==> config.mk <==
export PLATFORM = sky130hd
export DESIGN_NAME = mpid_top
export DESIGN_NICKNAME = d
export VERILOG_FILES = /design/src/rtl/mpid_pkg.sv /design/src/rtl/mpid_cfg.sv /design/src/rtl/mpid_cpu.sv /design/src/rtl/mpid_top.sv
export SDC_FILE = /design/constraint.sdc
export NUM_CORES = 2
export LEC_CHECK = 0
export BUFFER_PORTS_ARGS = -buffer_cell sky130_fd_sc_hd__buf_2
export CORE_AREA = 3 3 344 516
export CTS_CLUSTER_DIAMETER = 100
export DETAILED_ROUTE_END_ITERATION = 7
export DIE_AREA = 0 0 347 519
export PLACE_DENSITY_LB_ADDON = 0.08
export SETUP_SLACK_MARGIN = 0.2
export SLEW_MARGIN = 15
export SYNTH_ARGS = -nofsm -noshare
export SYNTH_HDL_FRONTEND = slang
export SYNTH_HIERARCHICAL = 1
export SYNTH_SLANG_ARGS = --single-unit
==> constraint.sdc <==
create_clock -name clk -period 210.6 [get_ports clk]
set_input_delay 31.59 -clock clk [delete_from_list [all_inputs] [get_ports clk]]
set_output_delay 31.59 -clock clk [all_outputs]
set_load 0.1 [all_outputs]
==> src/rtl/mpid_pkg.sv <==
`timescale 1ns/1ps
package mpid_pkg;
    typedef enum logic [1:0] {
        CS_IDLE = 2'd0,
        CS_PEND = 2'd1,
        CS_ACT  = 2'd2
    } cell_st_e;

    typedef enum logic [1:0] {
        OP_ENABLE = 2'd0,
        OP_PRIO   = 2'd1,
        OP_ROUTE  = 2'd2,
        OP_SGI    = 2'd3
    } cfg_op_e;

    typedef enum logic [1:0] {
        SG_LIST   = 2'd0,
        SG_OTHERS = 2'd1,
        SG_SELF   = 2'd2,
        SG_NONE   = 2'd3
    } sgi_mode_e;

    localparam int PRIO_W  = 4;
    localparam int SGI_IDS = 16;
    localparam int TMR_ID  = 29;
    localparam int WDG_ID  = 30;
    localparam int HW_BASE = 32;
endpackage

==> src/rtl/mpid_cfg.sv <==
`timescale 1ns/1ps
module mpid_cfg
    import mpid_pkg::*;
#(
    parameter int NCPU = 4,
    parameter int NHW  = 8,
    localparam int NID   = HW_BASE + NHW,
    localparam int IW    = $clog2(NID),
    localparam int CW    = (NCPU > 1) ? $clog2(NCPU) : 1,
    localparam int HW_IW = (NHW > 1) ? $clog2(NHW) : 1
) (
    input  logic                                      clk,
    input  logic                                      rst_n,
    input  logic                                      cfg_we,
    input  logic [1:0]                                cfg_op,
    input  logic [CW-1:0]                             cfg_cpu,
    input  logic [IW-1:0]                             cfg_id,
    input  logic [7:0]                                cfg_data,
    output logic [NID-1:0]                            en_o,
    output logic [NCPU-1:0][NID-1:0][PRIO_W-1:0]      prio_o,
    output logic [NHW-1:0][NCPU-1:0]                  route_o,
    output logic [NCPU-1:0][SGI_IDS-1:0]              sgi_o
);
    cfg_op_e          op_e;
    sgi_mode_e        mode_e;
    logic             id_ok, cpu_ok, is_hw;
    logic [HW_IW-1:0] hw_idx;

    assign op_e   = cfg_op_e'(cfg_op);
    assign mode_e = sgi_mode_e'(cfg_data[1:0]);
    assign id_ok  = {1'b0, cfg_id} < (IW+1)'(NID);
    assign cpu_ok = {1'b0, cfg_cpu} < (CW+1)'(NCPU);
    assign is_hw  = {1'b0, cfg_id} >= (IW+1)'(HW_BASE);
    assign hw_idx = HW_IW'(cfg_id - IW'(HW_BASE));

    // registered configuration
    always_ff @(posedge clk or negedge rst_n) begin
        if (!rst_n) begin
            en_o    <= '0;
            prio_o  <= '0;
            route_o <= '0;
        end else if (cfg_we && id_ok) begin
            unique case (op_e)
                OP_ENABLE: en_o[cfg_id] <= cfg_data[0];
                OP_PRIO: begin
                    if (!is_hw) begin
                        if (cpu_ok) prio_o[cfg_cpu][cfg_id] <= cfg_data[PRIO_W-1:0];
                    end else begin
                        for (int c = 0; c < NCPU; c++) prio_o[c][cfg_id] <= cfg_data[PRIO_W-1:0];
                    end
                end
                OP_ROUTE: if (is_hw) route_o[hw_idx] <= cfg_data[NCPU-1:0];
                OP_SGI:   ;
            endcase
        end
    end

    // software trigger decode, same cycle as the write
    always_comb begin
        sgi_o = '0;
        if (cfg_we && op_e == OP_SGI && cpu_ok && {1'b0, cfg_id} < (IW+1)'(SGI_IDS)) begin
            for (int t = 0; t < NCPU; t++) begin
                unique case (mode_e)
                    SG_LIST:   sgi_o[t][cfg_id[3:0]] = cfg_data[2+t];
                    SG_OTHERS: sgi_o[t][cfg_id[3:0]] = (CW'(t) != cfg_cpu);
                    SG_SELF:   sgi_o[t][cfg_id[3:0]] = (CW'(t) == cfg_cpu);
                    SG_NONE:   sgi_o[t][cfg_id[3:0]] = 1'b0;
                endcase
            end
        end
    end

    AST_SGI_NOT_SELF: assert property (@(posedge clk) disable iff (!rst_n)
        cfg_we && cfg_op == 2'd3 && cfg_data[1:0] == 2'd1 && cpu_ok |-> sgi_o[cfg_cpu] == '0);
    AST_SGI_SELF_ONE: assert property (@(posedge clk) disable iff (!rst_n)
        cfg_we && cfg_op == 2'd3 && cfg_data[1:0] == 2'd2 && cpu_ok && cfg_id < IW'(SGI_IDS)
        |-> $countones(sgi_o) == 1 && sgi_o[cfg_cpu] != '0);
endmodule

==> src/rtl/mpid_cpu.sv <==
`timescale 1ns/1ps
module mpid_cpu
    import mpid_pkg::*;
#(
    parameter int NID = 40,
    localparam int IW = $clog2(NID)
) (
    input  logic                          clk,
    input  logic                          rst_n,
    input  logic [NID-1:0]                en_i,
    input  logic [NID-1:0][PRIO_W-1:0]    prio_i,
    input  logic [NID-1:0]                set_i,
    input  logic                          ack_i,
    input  logic                          eoi_i,
    input  logic [IW-1:0]                 eoi_id_i,
    output logic                          irq_req_o,
    output logic [IW-1:0]                 irq_id_o
);
    localparam logic [PRIO_W:0] P_NONE = (PRIO_W+1)'(1 << PRIO_W);

    cell_st_e        st_q [NID];
    cell_st_e        st_d [NID];
    logic [PRIO_W:0] best_p, run_p;
    logic [IW-1:0]   best_id;
    logic            take;

    // state register
    always_ff @(posedge clk or negedge rst_n) begin
        if (!rst_n) begin
            for (int i = 0; i < NID; i++) st_q[i] <= CS_IDLE;
        end else begin
            for (int i = 0; i < NID; i++) st_q[i] <= st_d[i];
        end
    end

    // next state for every cell
    always_comb begin
        for (int i = 0; i < NID; i++) begin
            st_d[i] = st_q[i];
            unique case (st_q[i])
                CS_IDLE: if (set_i[i]) st_d[i] = CS_PEND;
                CS_PEND: begin
                    if (take && best_id == IW'(i))      st_d[i] = CS_ACT;
                    else if (i >= SGI_IDS && !set_i[i]) st_d[i] = CS_IDLE;
                end
                CS_ACT: if (eoi_i && eoi_id_i == IW'(i)) st_d[i] = CS_IDLE;
                default: st_d[i] = CS_IDLE;
            endcase
        end
    end

    // outputs: most urgent pending ID against running priority
    always_comb begin
        best_p  = P_NONE;
        run_p   = P_NONE;
        best_id = '1;
        for (int i = 0; i < NID; i++) begin
            if (st_q[i] == CS_PEND && en_i[i] && {1'b0, prio_i[i]} < best_p) begin
                best_p  = {1'b0, prio_i[i]};
                best_id = IW'(i);
            end
            if (st_q[i] == CS_ACT && {1'b0, prio_i[i]} < run_p) run_p = {1'b0, prio_i[i]};
        end
    end

    assign irq_req_o = best_p < run_p;
    assign irq_id_o  = irq_req_o ? best_id : '1;
    assign take      = ack_i && irq_req_o;

    AST_REQ_ENABLED: assert property (@(posedge clk) disable iff (!rst_n)
        irq_req_o |-> en_i[irq_id_o]);

    for (genvar g = 0; g < NID; g++) begin : g_chk
        AST_NO_SKIP_PEND: assert property (@(posedge clk) disable iff (!rst_n)
            st_q[g] == CS_IDLE |=> st_q[g] != CS_ACT);
        AST_ACK_TAKES: assert property (@(posedge clk) disable iff (!rst_n)
            ack_i && irq_req_o && irq_id_o == IW'(g) |=> st_q[g] == CS_ACT);
        AST_EOI_RELEASES: assert property (@(posedge clk) disable iff (!rst_n)
            eoi_i && eoi_id_i == IW'(g) && st_q[g] == CS_ACT |=> st_q[g] == CS_IDLE);
    end
endmodule

==> src/rtl/mpid_top.sv <==
`timescale 1ns/1ps
module mpid_top
    import mpid_pkg::*;
#(
    parameter int NCPU = 4,
    parameter int NHW  = 8,
    localparam int NID = HW_BASE + NHW,
    localparam int IW  = $clog2(NID),
    localparam int CW  = (NCPU > 1) ? $clog2(NCPU) : 1
) (
    input  logic                 clk,
    input  logic                 rst_n,
    input  logic                 cfg_we,
    input  logic [1:0]           cfg_op,
    input  logic [CW-1:0]        cfg_cpu,
    input  logic [IW-1:0]        cfg_id,
    input  logic [7:0]           cfg_data,
    input  logic [NHW-1:0]       hw_irq,
    input  logic [NCPU-1:0]      tmr_irq,
    input  logic [NCPU-1:0]      wdg_irq,
    input  logic [NCPU-1:0]      ack,
    input  logic [NCPU-1:0]      eoi,
    input  logic [NCPU*IW-1:0]   eoi_id,
    output logic [NCPU-1:0]      irq_req,
    output logic [NCPU*IW-1:0]   irq_id
);
    logic [NID-1:0]                       en_w;
    logic [NCPU-1:0][NID-1:0][PRIO_W-1:0] prio_w;
    logic [NHW-1:0][NCPU-1:0]             route_w;
    logic [NCPU-1:0][SGI_IDS-1:0]         sgi_w;
    logic [NCPU-1:0][NID-1:0]             set_w;

    mpid_cfg #(.NCPU(NCPU), .NHW(NHW)) u_cfg (
        .clk(clk), .rst_n(rst_n), .cfg_we(cfg_we), .cfg_op(cfg_op),
        .cfg_cpu(cfg_cpu), .cfg_id(cfg_id), .cfg_data(cfg_data),
        .en_o(en_w), .prio_o(prio_w), .route_o(route_w), .sgi_o(sgi_w)
    );

    // source fan-out per CPU
    always_comb begin
        set_w = '0;
        for (int c = 0; c < NCPU; c++) begin
            for (int i = 0; i < SGI_IDS; i++) set_w[c][i] = sgi_w[c][i];
            set_w[c][TMR_ID] = tmr_irq[c];
            set_w[c][WDG_ID] = wdg_irq[c];
            for (int h = 0; h < NHW; h++) set_w[c][HW_BASE+h] = hw_irq[h] & route_w[h][c];
        end
    end

    for (genvar c = 0; c < NCPU; c++) begin : g_cpu
        mpid_cpu #(.NID(NID)) u_cpu (
            .clk(clk), .rst_n(rst_n), .en_i(en_w), .prio_i(prio_w[c]),
            .set_i(set_w[c]), .ack_i(ack[c]), .eoi_i(eoi[c]),
            .eoi_id_i(eoi_id[c*IW +: IW]),
            .irq_req_o(irq_req[c]), .irq_id_o(irq_id[c*IW +: IW])
        );
    end

    AST_RESET_QUIET: assert property (@(posedge clk)
        $rose(rst_n) |-> irq_req == '0);
endmodule

==> flow_summary.toml <==
[detailed_routing]
drtIter0Drc = 8953
vias_per_cell = 6.872
wire_per_inst_um = 25.72
drt-total-wl_um = 384500
via_count = 102800
drc_errors = 0
drtPass1Iterations = 6
ant_nets = 0

[synth]
synth_cell_type_count = 176
avgSynthCellArea_sq_um = 8.309
post_synth_xor_area_fraction_pct = 0.008443
synth_compound_area_share_pct = 26.33
synth-main-ff-cell = "dfrtp_1"
syn_inst = 12480
muxShareOfSynthArea_pct = 11.60
yosysSeqAreaShare_pct = 24.90
synth_adder_area_share_pct = 9.814
synth_top_family_by_area = "compound AO/OA/AOI/OAI gates"
yosysWarnings = 6
syn_area_sq_um = 103700
synthSimpleGateAreaFrac_pct = 22.25
synth-edff-count = 0
synthArstFlopShare_pct = 100.0
ys_seq_elements = 1032

[worst_setup_path]
crit_path_max_fanout = 17
critPathLaunchType = "register"
cp_data_required_time_ps = 179010
critPathMostFrequentCell = "ha_1"
ff2ff_setup_slack_ps = 138770
worstSetupEndpoint = "irq_id[17]"
r2r-start = "u_cfg/en_o[0]"
cp-end-kind = "primary output"
rr_worst_depth = 311
r2r-end = "g_cpu[2].u_cpu/st_q[68]"
critPathKind = "register to primary output"
crit_slowest_cell = "dfrtp_1"
crit_start = "u_cfg/en_o[0]"
crit_path_max_incr_delay_ps = 940
crit_arrival_ps = 71700

[placed_design]
dp_slack_ps = 109970
dpl.hpwl_um = 294800
gp_congestion = 1.044
placed_area_sq_um = 106800
io_buffers = 94

[timing]
grt_setup_unrepaired = "false"
hold_violations = 0
min_period_ps = 103290
tightest_slew_ps = 1396
setup_ws_ps = 107310
slew_violations = 0
setup_tns_ps = 0
relSlewSlack_pct = 6.949
setup_viol = 0
period_share_pct = 49.05
max_freq_mhz = 9.681
finClkSkew_ps = 49.45

[global_route]
grt_max_degree = 175
use_met1_pct = 45.16
use_met2_pct = 68.03
grt_most_used_layer = "met2"
track_usage_pct = 40.90
antenna_found_initial = 53
grt.met3_usage_pct = 9.110
grt_pass1_vias = 100100
grt_pass1_wl_um = 576600
gr-total-overflow = 0

[floorplanning]
die-width_um = 347
die_h_um = 519
start_util_pct = 59.91
core_area_sq_um = 173100
die-area_sq_um = 180100
rows = 187
ios = 97

[cts]
cts_resized = 0
clkTransAtPathRegs_ps = 70
clock_latency_ps = 780
clock_tree.root_cell = "clkbuf_16"
cts_tree = "done"
hold_buffers = 0
numCtsBuffers = 108
cts.path.max_buffers = 3
postCtsSetupBuffers = 0
clkSinkCount = 1032
htree_levels = 3

[layout]
drive_above_1_share_pct = 14.43
final_nets = 13420
area_delta_synth_final_pct = 6.729
postLayoutCellArea_sq_um = 110700
layout_common_cells = "nor2_1, dfrtp_1, inv_1"
final_common_cell = "nor2_1"
fillers = 15190

[power_and_ir_drop]
p_per_area_nw_per_um2 = 7.709
power.leakage_nw = 50.72
ir_drop_mv = 0.009887
total_power_mw = 0.8535

[run]
max_cap_violations = 0

[run_status]
status = "finished clean"

[hold_path]
hold_class = "register to register"
## power by group
group | total, mW | internal [mW] | switching [mW]
sequential | 0.214 | 0.205 | 0.00899
clock | 0.211 | 0.119 | 0.0918
combinational | 0.429 | 0.172 | 0.257
total | 0.853 | 0.496 | 0.357
## cell type report
cell class | instances | area (sq um) | area share (%)
clock inverters | 74 | 878.3 | 0.7934
clock buffers | 130 | 2917 | 2.634
well taps | 2268 | 2838 | 2.563
multi-input cells | 10210 | 72980 | 65.91
diodes | 31 | 77.57 | 0.07007
flip-flops and latches | 1032 | 25830 | 23.33
inverters | 992 | 3724 | 3.363
repair buffers | 215 | 1476 | 1.334
## flip-flops by register name (all words and copies together), names as in the netlist
register          cells
g_cpu.u_cpu/st_q    320
u_cfg/en_o           40
u_cfg/prio_o        640
u_cfg/route_o        32
## critical path, delay by kind of cell, from the launching register on
kind / cells / cell delay (ps)
adders and majority gates: 40 / 10950
DFF: 1 / 940
and+or+nand+nor: 86 / 16500
AOI/OAI and AO/OA: 140 / 35450
muxes: 16 / 4540
buffers and inverters: 28 / 2490
## worst min path at each step
| stage | startpoint | endpoint | cells past startpoint |
|---|---|---|---|
| after global placement | g_cpu[0].u_cpu/st_q[49] | g_cpu[0].u_cpu/st_q[48] | 1 |
| after floorplan | g_cpu[2].u_cpu/st_q[15] | g_cpu[2].u_cpu/st_q[14] | 1 |
| after global routing | g_cpu[3].u_cpu/st_q[55] | g_cpu[3].u_cpu/st_q[54] | 1 |
| after detailed placement | g_cpu[3].u_cpu/st_q[55] | g_cpu[3].u_cpu/st_q[54] | 1 |
| final | g_cpu[2].u_cpu/st_q[61] | g_cpu[2].u_cpu/st_q[60] | 1 |
| after CTS | g_cpu[3].u_cpu/st_q[55] | g_cpu[3].u_cpu/st_q[54] | 1 |
## metal layers
layer / up-vias / part of all wire [%]
li1: 46830 / -
met1: 50030 / 36
met2: 4454 / 46
met3: 1395 / 8.3
met4: 52 / 9.3
met5: - / 0.087
## kinds of logic after synthesis
| family | count (synthesis) |
|---|---|
| simple gates | 4438 |
| compound gates | 3813 |
| buf+inv | 1296 |
| mux | 1085 |
| flops | 1032 |
| fa+ha+maj | 818 |
| other cells | 1 |
| xor+xnor | 1 |
## synthesized netlist by cell type, types with 162 or more instances
| cell | n | area share [%] |
|---|---|---|
| a31oi_1 | 162 | 0.98 |
| clkbuf_1 | 171 | 0.62 |
| nand2_1 | 970 | 3.5 |
| o21ai_0 | 609 | 2.9 |
| nand2b_1 | 247 | 1.5 |
| o21a_1 | 193 | 1.4 |
| a211oi_1 | 206 | 1.5 |
| inv_1 | 987 | 3.6 |
| ha_1 | 795 | 9.6 |
| dfrtp_1 | 1032 | 25 |
| mux2i_1 | 186 | 1.8 |
| nand4_1 | 163 | 0.98 |
| nor3_1 | 263 | 1.3 |
| mux2_2 | 881 | 9.6 |
| nor2_1 | 1203 | 4.4 |
| a21oi_1 | 772 | 3.7 |
| nand3_1 | 301 | 1.5 |
| a21o_1 | 309 | 2.2 |
| and2_1 | 169 | 1.0 |
## metrics by stage
stage / hold slack, ps / utilization, % / cells
after floorplan: 407.2 / - / 12540
after global placement: 415.8 / 61.69 / 14720
after detailed placement: 428.4 / 61.70 / 14720
after CTS: 435.8 / 63.89 / 14920
after global routing: 447.0 / 63.91 / 14930
final: 436.3 / 63.94 / 14950
Power figures use the tool's default switching activity.
